### config.mk
export PLATFORM = sky130hd
export DESIGN_NAME = barrier_matcher
export DESIGN_NICKNAME = d
export VERILOG_FILES = /design/src/rtl/barrier_matcher_pkg.sv /design/src/rtl/bm_datapath.sv /design/src/rtl/bm_control.sv /design/src/rtl/barrier_matcher.sv
export SDC_FILE = /design/constraint.sdc
export NUM_CORES = 1
export LEC_CHECK = 0
export ABC_AREA = 1
export BUFFER_PORTS_ARGS = -buffer_cell sky130_fd_sc_hd__buf_4
export CAP_MARGIN = 20
export CORE_ASPECT_RATIO = 1.2
export CORE_UTILIZATION = 54
export CTS_CLUSTER_SIZE = 16
export DETAILED_ROUTE_END_ITERATION = 6
export GPL_TIMING_DRIVEN = 1
export PLACE_DENSITY_LB_ADDON = 0.1
export SYNTH_ARGS = -nofsm -noshare
export SYNTH_HDL_FRONTEND = slang
export SYNTH_SLANG_ARGS = --single-unit
### constraint.sdc
create_clock -name clk -period 1.4 [get_ports clk]
set_input_delay 0.28 -clock clk [delete_from_list [all_inputs] [get_ports clk]]
set_output_delay 0.28 -clock clk [all_outputs]
set_load 0.05 [all_outputs]
### src/rtl/barrier_matcher_pkg.sv
package barrier_matcher_pkg;

  // Number of barrier slots; half the default processor count.
  localparam int unsigned SLOT_COUNT = 4;

  typedef logic [SLOT_COUNT-1:0] slotVecT;

  // Strobes sent from control to datapath each cycle.
  typedef struct packed {
    slotVecT load;  // one-hot: slot that captures insMask
    slotVecT fire;  // slots that complete this cycle
  } strobeT;

endpackage

### src/rtl/bm_datapath.sv
module bm_datapath
  import barrier_matcher_pkg::*;
#(
  parameter int unsigned NumProcs = 8
) (
  input  logic                                 clk,
  input  logic                                 rstN,
  input  logic [NumProcs-1:0]                  waitVec,
  input  logic [NumProcs-1:0]                  insMask,
  input  strobeT                               strobes,
  output slotVecT                              covered,
  output logic [SLOT_COUNT-1:0][SLOT_COUNT-1:0] overlap,
  output logic                                 insNonZero,
  output logic [NumProcs-1:0]                  releaseVec
);

  typedef logic [NumProcs-1:0] procVecT;

  procVecT maskReg [SLOT_COUNT];
  procVecT effWait;
  procVecT releaseNext;

  // Processors being released this cycle do not count as waiting.
  assign effWait    = waitVec & ~releaseVec;
  assign insNonZero = |insMask;

  for (genvar i = 0; i < SLOT_COUNT; i++) begin : g_slot
    always_ff @(posedge clk) begin
      if (!rstN) begin
        maskReg[i] <= '0;
      end else if (strobes.load[i]) begin
        maskReg[i] <= insMask;
      end
    end

    // Subset test: all participants of slot i are waiting.
    assign covered[i] = ((effWait & maskReg[i]) == maskReg[i]);

    for (genvar j = 0; j < SLOT_COUNT; j++) begin : g_pair
      assign overlap[i][j] = |(maskReg[i] & maskReg[j]);
    end
  end

  always_comb begin
    releaseNext = '0;
    for (int i = 0; i < SLOT_COUNT; i++) begin
      if (strobes.fire[i]) releaseNext = releaseNext | maskReg[i];
    end
  end

  always_ff @(posedge clk) begin
    if (!rstN) begin
      releaseVec <= '0;
    end else begin
      releaseVec <= releaseNext;
    end
  end

endmodule

### src/rtl/bm_control.sv
module bm_control
  import barrier_matcher_pkg::*;
(
  input  logic                                 clk,
  input  logic                                 rstN,
  input  logic                                 insValid,
  input  logic                                 insNonZero,
  input  slotVecT                              covered,
  input  logic [SLOT_COUNT-1:0][SLOT_COUNT-1:0] overlap,
  output logic                                 insReady,
  output strobeT                               strobes,
  output slotVecT                              validVec
);

  slotVecT validReg;
  slotVecT blocked;
  slotVecT freeOneHot;
  slotVecT survivors;
  // olderThan[i][j] = 1 when slot j holds a barrier older than slot i.
  logic [SLOT_COUNT-1:0][SLOT_COUNT-1:0] olderThan;

  assign validVec = validReg;
  assign insReady = ~&validReg;

  // Lowest free slot takes the next insertion.
  always_comb begin
    freeOneHot = '0;
    for (int i = 0; i < SLOT_COUNT; i++) begin
      if (!validReg[i] && (freeOneHot == '0)) freeOneHot[i] = 1'b1;
    end
  end

  for (genvar i = 0; i < SLOT_COUNT; i++) begin : g_elig
    assign blocked[i] = |(olderThan[i] & validReg & overlap[i]);
  end

  assign strobes.fire = validReg & ~blocked & covered;
  assign strobes.load = (insValid && insReady && insNonZero) ? freeOneHot : '0;
  assign survivors    = validReg & ~strobes.fire;

  always_ff @(posedge clk) begin
    if (!rstN) begin
      validReg <= '0;
    end else begin
      validReg <= survivors | strobes.load;
    end
  end

  for (genvar i = 0; i < SLOT_COUNT; i++) begin : g_age
    always_ff @(posedge clk) begin
      if (!rstN) begin
        olderThan[i] <= '0;
      end else if (strobes.load[i]) begin
        // Everything still pending after this cycle is older.
        olderThan[i] <= survivors;
      end else begin
        // A refilled slot is younger than every other entry.
        olderThan[i] <= olderThan[i] & ~strobes.load;
      end
    end
  end

endmodule

### src/rtl/barrier_matcher.sv
module barrier_matcher
  import barrier_matcher_pkg::*;
#(
  parameter int unsigned NumProcs = 8
) (
  input  logic                clk,
  input  logic                rstN,
  input  logic [NumProcs-1:0] waitVec,
  input  logic                insValid,
  input  logic [NumProcs-1:0] insMask,
  output logic                insReady,
  output logic [NumProcs-1:0] releaseVec
);

  strobeT                               strobes;
  slotVecT                              covered;
  slotVecT                              validVec;
  logic [SLOT_COUNT-1:0][SLOT_COUNT-1:0] overlap;
  logic                                 insNonZero;

  bm_control i_ctl (
    .clk        (clk),
    .rstN       (rstN),
    .insValid   (insValid),
    .insNonZero (insNonZero),
    .covered    (covered),
    .overlap    (overlap),
    .insReady   (insReady),
    .strobes    (strobes),
    .validVec   (validVec)
  );

  bm_datapath #(.NumProcs(NumProcs)) i_dp (
    .clk        (clk),
    .rstN       (rstN),
    .waitVec    (waitVec),
    .insMask    (insMask),
    .strobes    (strobes),
    .covered    (covered),
    .overlap    (overlap),
    .insNonZero (insNonZero),
    .releaseVec (releaseVec)
  );

endmodule

==> impl_metrics.tcl, run 1 <==
set metrics [dict create \
    synth_cell_types 24 \
    synth_area_leaders "edfxtp_1, nand2_1, dfxtp_1" \
    rows 30 \
    synth_area_per_cell_um2 6.726 \
    overflow 4 \
    h-tree-depth 3 \
    gp_congestion 1.102 \
    clockBufferDepth 2 \
    cts_inserted_buffers 9 \
    synth_area_leader_cell "edfxtp_1" \
    post_dp_cell_area_mm2 0.004292 \
    io_buffers 27 \
    syn-cell-area_mm2 0.003316 \
    clkSinkCount 60 \
    fp.dieH_um 87.84 \
    status "aborted with a tool error" \
    grt_max_degree 13 \
    initial_utilization_pct 57.36 \
    yosysSeqAreaShare_pct 45.89 \
    worstEndpointGrtRepair "i_dp.releaseVec[2]$_SDFF_PN0_/D" \
    syn_nets 512 \
    synth_top_area_share_pct 28.98 \
    syn_inst 493 \
    ys_warn_count 0 \
    pre_cts_slack_ns -0.5123 \
    error_line "[ERROR GRT-0232] Routing congestion too high. Check the congestion heatmap in the GUI." \
    worst_endpoint_kind "register data pin" \
    die_w_um 73.53 \
    haltStage "global routing (5_1_grt)" \
    dp_hpwl_mm 8.788 \
    io_pins 28 \
    gr-usage-all-layers_pct 67.50 \
    ys_ff_latch 60 \
    cts_root_buf "clkbuf_8" \
]
==> cells by family after synthesis <==
family | synth area share (%)
compound gates | 4.000
buf+inv | 6.490
flops | 45.89
simple gates | 43.62
==> repair_timing <==
item / 4_1_cts
cloned: 2
setup endpoints to repair: 83
hold buffers: 0
setup buffers: 23
gates resized for setup: 77
pin swaps: 28
hold endpoints to repair: 0
==> metal layers <==
metal	track usage [%]	GRT overflow
met1	68.69	0
met2	87.99	1
met3	46.95	0
met4	65.38	3
met5	11.11	0
==> synth_stat cells <==
cell	count
clkbuf_1	2
o21ai_0	12
o21a_1	1
nor4_1	2
o21ai_1	3
o21ai_2	2
nand4_1	6
a21boi_0	1
buf_2	1
nor2_2	6
nor2_4	2
nand2_1	214
nor2_1	96
nand2_2	1
nand4_2	2
dfxtp_1	28
edfxtp_1	32
nand3_1	25
a21oi_1	5
nand3_2	1
buf_6	2
inv_1	45
inv_2	3
or2_1	1
==> per-stage QoR <==
stage	util (%)	std cells
CTS	85.67	719
floorplan	-	493
global placement	74.24	678
detailed placement	74.24	678
==> inputs of run 2 (changes only) <==
CORE_ASPECT_RATIO = unset   (was 1.2)
CORE_UTILIZATION = 40   (was 54)
CTS_CLUSTER_SIZE = unset   (was 16)
PLACE_DENSITY_LB_ADDON = 0.15   (was 0.1)
clock period = 1.8 ns   (was 1.4 ns; I/O delays follow)
==> impl_metrics.tcl, run 2 <==
set metrics [dict create \
    status "finished clean" \
    worstMarginPinSlew_ns 0.3722 \
    final_core_util_pct 53.98 \
    fmax_mhz 568.0 \
    path_clk_slew_ns 0.07 \
    layout_min_cycle_time_ns 1.760 \
    synth_area_per_cell_um2 6.726 \
    vdd.ir_drop.worst_v 0.0003676 \
    cts_hold_buffers 0 \
    syn-cell-area_mm2 0.003316 \
    gr-usage-all-layers_pct 25.60 \
    final_cell_mix "nand2_1, nor2_1, buf_4" \
    reg2regPathDepth 11 \
    fin_nets 598 \
    crit_path_start_kind "flip-flop" \
    synth_cell_types 24 \
    clkPwrFrac_pct 33.9 \
    regMostFlops "i_dp.maskReg" \
    n_antenna_cell 0 \
    total_power_mw 3.216 \
    hp-class "in2reg" \
    cp.required_ns 2.08 \
    top_regs "i_dp.maskReg (32), i_ctl.olderThan (12), i_dp.releaseVec (8)" \
    drt-initial-drc-count 320 \
    wl_per_cell_um 15.42 \
    viasPerCell 5.171 \
    fin_cells 686 \
    fp.dieH_um 93.05 \
    drive_above_1_share_pct 21.40 \
    drv_cap 0 \
    p_leak_nw 2.166 \
    die_w_um 93.05 \
    p_switching_mw 0.9593 \
    io_pins 28 \
    arrival_ns 2.04 \
    fp.dieArea_mm2 0.008657 \
    synth_area_leaders "edfxtp_1, nand2_1, dfxtp_1" \
    h-tree-depth 3 \
    grt_pass1_wl_mm 16.28 \
    grt_max_degree 12 \
    relSlewSlack_pct 74.96 \
    fillers 786 \
    seqPwrFrac_pct 50.1 \
    hold_viol_final 0 \
    dp_hpwl_mm 8.060 \
    overflow 0 \
    synth_common_cells "nand2_1, nor2_1, inv_1" \
    setup_violations 0 \
    final_common_cell "nand2_1" \
    syn_nets 512 \
    hold_start "rstN" \
    synth_area_leader_cell "edfxtp_1" \
    io_buffers 27 \
    rrSetupSlack_ns 0.04 \
    placedCellCount 655 \
    core_mm2 0.007888 \
    synth-edff-count 32 \
    hold_depth 3 \
    period_share_pct 97.80 \
    internal-power_mw 2.257 \
    yosysMostFrequentCell "nand2_1" \
    gp_congestion 0.9951 \
    power_frac_comb_pct 16.0 \
    drt_first_pass_iters 5 \
    ant_nets 0 \
    maxSlewViolCount 0 \
    hold_end "i_ctl.validVec[2]$_SDFF_PN0_" \
    cts_root_buf "clkbuf_8" \
    syn_inst 493 \
    yosys_most_used_dff "edfxtp_1" \
    area_delta_synth_final_pct 28.41 \
    end_kind "flip-flop" \
    grt_pass1_vias 3117 \
    clockBufferDepth 2 \
    largest_reg_flops 32 \
    antenna_found_initial 0 \
    path_class "reg2reg" \
    reg2reg_from "i_dp.maskReg[1][15]$_SDFFCE_PN0P_" \
    cts_tree "done" \
    skew_ns 0.01046 \
    route.vias.total 3547 \
    ys_ff_latch 60 \
    powerDensity_mw_per_mm2 755.3 \
    worst-path-max-fanout 6 \
    async_flop_share_pct 0 \
    synth_top_area_share_pct 28.98 \
    ys_warn_count 0 \
    yosysSeqAreaShare_pct 45.89 \
    rows 32 \
    grt_setup_unrepaired "yes" \
    initial_utilization_pct 42.04 \
    power_switching_share_pct 29.83 \
    clkLatencyLatePin_ns 0.34 \
    routed_wl_mm 10.58 \
    drcViolationCount 0 \
    cts_inserted_buffers 9 \
    clkSinkCount 60 \
    r2r-end "i_dp.releaseVec[2]$_SDFF_PN0_" \
]
[run 2: cell counts after synthesis]
Identical to the previous run, type by type.
[run 2: worst max path at each step]
| stage | endpoint | cells after the start | slack (ns) | from |
|---|---|---|---|---|
| global route | i_dp.releaseVec[2]$_SDFF_PN0_ | 11 | -0.09 | i_dp.maskReg[0][0]$_SDFFCE_PN0P_ |
| CTS | insReady | 4 | 0.005 | i_ctl.validVec[0]$_SDFF_PN0_ |
| global placement | i_dp.maskReg[1][15]$_SDFFCE_PN0P_ | 8 | 0.05 | insMask[5] |
| finish | i_dp.releaseVec[2]$_SDFF_PN0_ | 11 | 0.04 | i_dp.maskReg[1][15]$_SDFFCE_PN0P_ |
| detailed placement | i_dp.maskReg[1][15]$_SDFFCE_PN0P_ | 8 | 0.003 | insMask[5] |
| floorplan | i_ctl.olderThan[14]$_SDFF_PN0_ | 10 | 0.25 | i_dp.releaseVec[1]$_SDFF_PN0_ |
[run 2: layer usage]
layer / wire [µm] / share of wire (%) / GRT usage (%)
met1: 4596 / 43 / 33.90
met2: 4812 / 46 / 41.24
met3: 804 / 7.6 / 3.902
met4: 362 / 3.4 / 11.54
met5: 0 / 0 / 0
[run 2: cell families (layout without fill, tap and decap cells)]
| logic type | count (synthesis) | after routing | synth area share, % |
|---|---|---|---|
| simple gates | 356 | 356 | 43.62 |
| flops | 60 | 60 | 45.89 |
| buf+inv | 53 | 144 | 6.490 |
| compound gates | 24 | 24 | 4.000 |
[run 2: timing repair]
action,in CTS,in global routing
setup buffers,0,15
setup endpoints to repair,0,10
gates resized for setup,0,21
[run 2: layout make-up]
type	instances	area, µm²	share of cell area, %
Timing Repair Buffer	80	624.3	14.66
Multi-Input combinational cell	380	1624	38.14
Clock inverter	5	36.28	0.8522
Sequential cell	60	1524	35.79
Clock buffer	11	141.4	3.321
Tap cell	102	127.6	2.997
Inverter	48	180.2	4.232
[run 2: power groups by stage]
stage                     Clock, mW  Sequential [mW]  Combinational (mW)
final                          1.09             1.61               0.514
after global routing           1.16             1.62               0.559
after CTS                      1.11             1.61               0.462
after detailed placement          0             1.64               0.460
after global placement            0             1.64               0.459
after floorplan                   0             1.62               0.243
[run 2: metrics by stage]
stage	setup TNS (ns)	worst slack, ns	hold WS [ns]	instance area [µm²]
floorplan	0	0.2537	0.4160	3316
global placement	0	0.04848	0.4246	3909
detailed placement	0	0.002987	0.4407	3909
CTS	0	0.004546	0.2819	4086
global route	-0.2359	-0.08678	0.2877	4258
finish	0	0.03955	0.2877	4258
[run 2: critical path: stages, from the launching register on]
cell	delay (ns)
edfxtp_1	0.50
buf_4	0.19
nor2_1	0.10
nand4_1	0.14
o21ai_1	0.12
nand3_1	0.11
nor2_2	0.16
buf_6	0.14
nand2_1	0.05
nand2_1	0.07
nor2_1	0.04
nor2_1	0.09
Power figures use the tool's default switching activity.
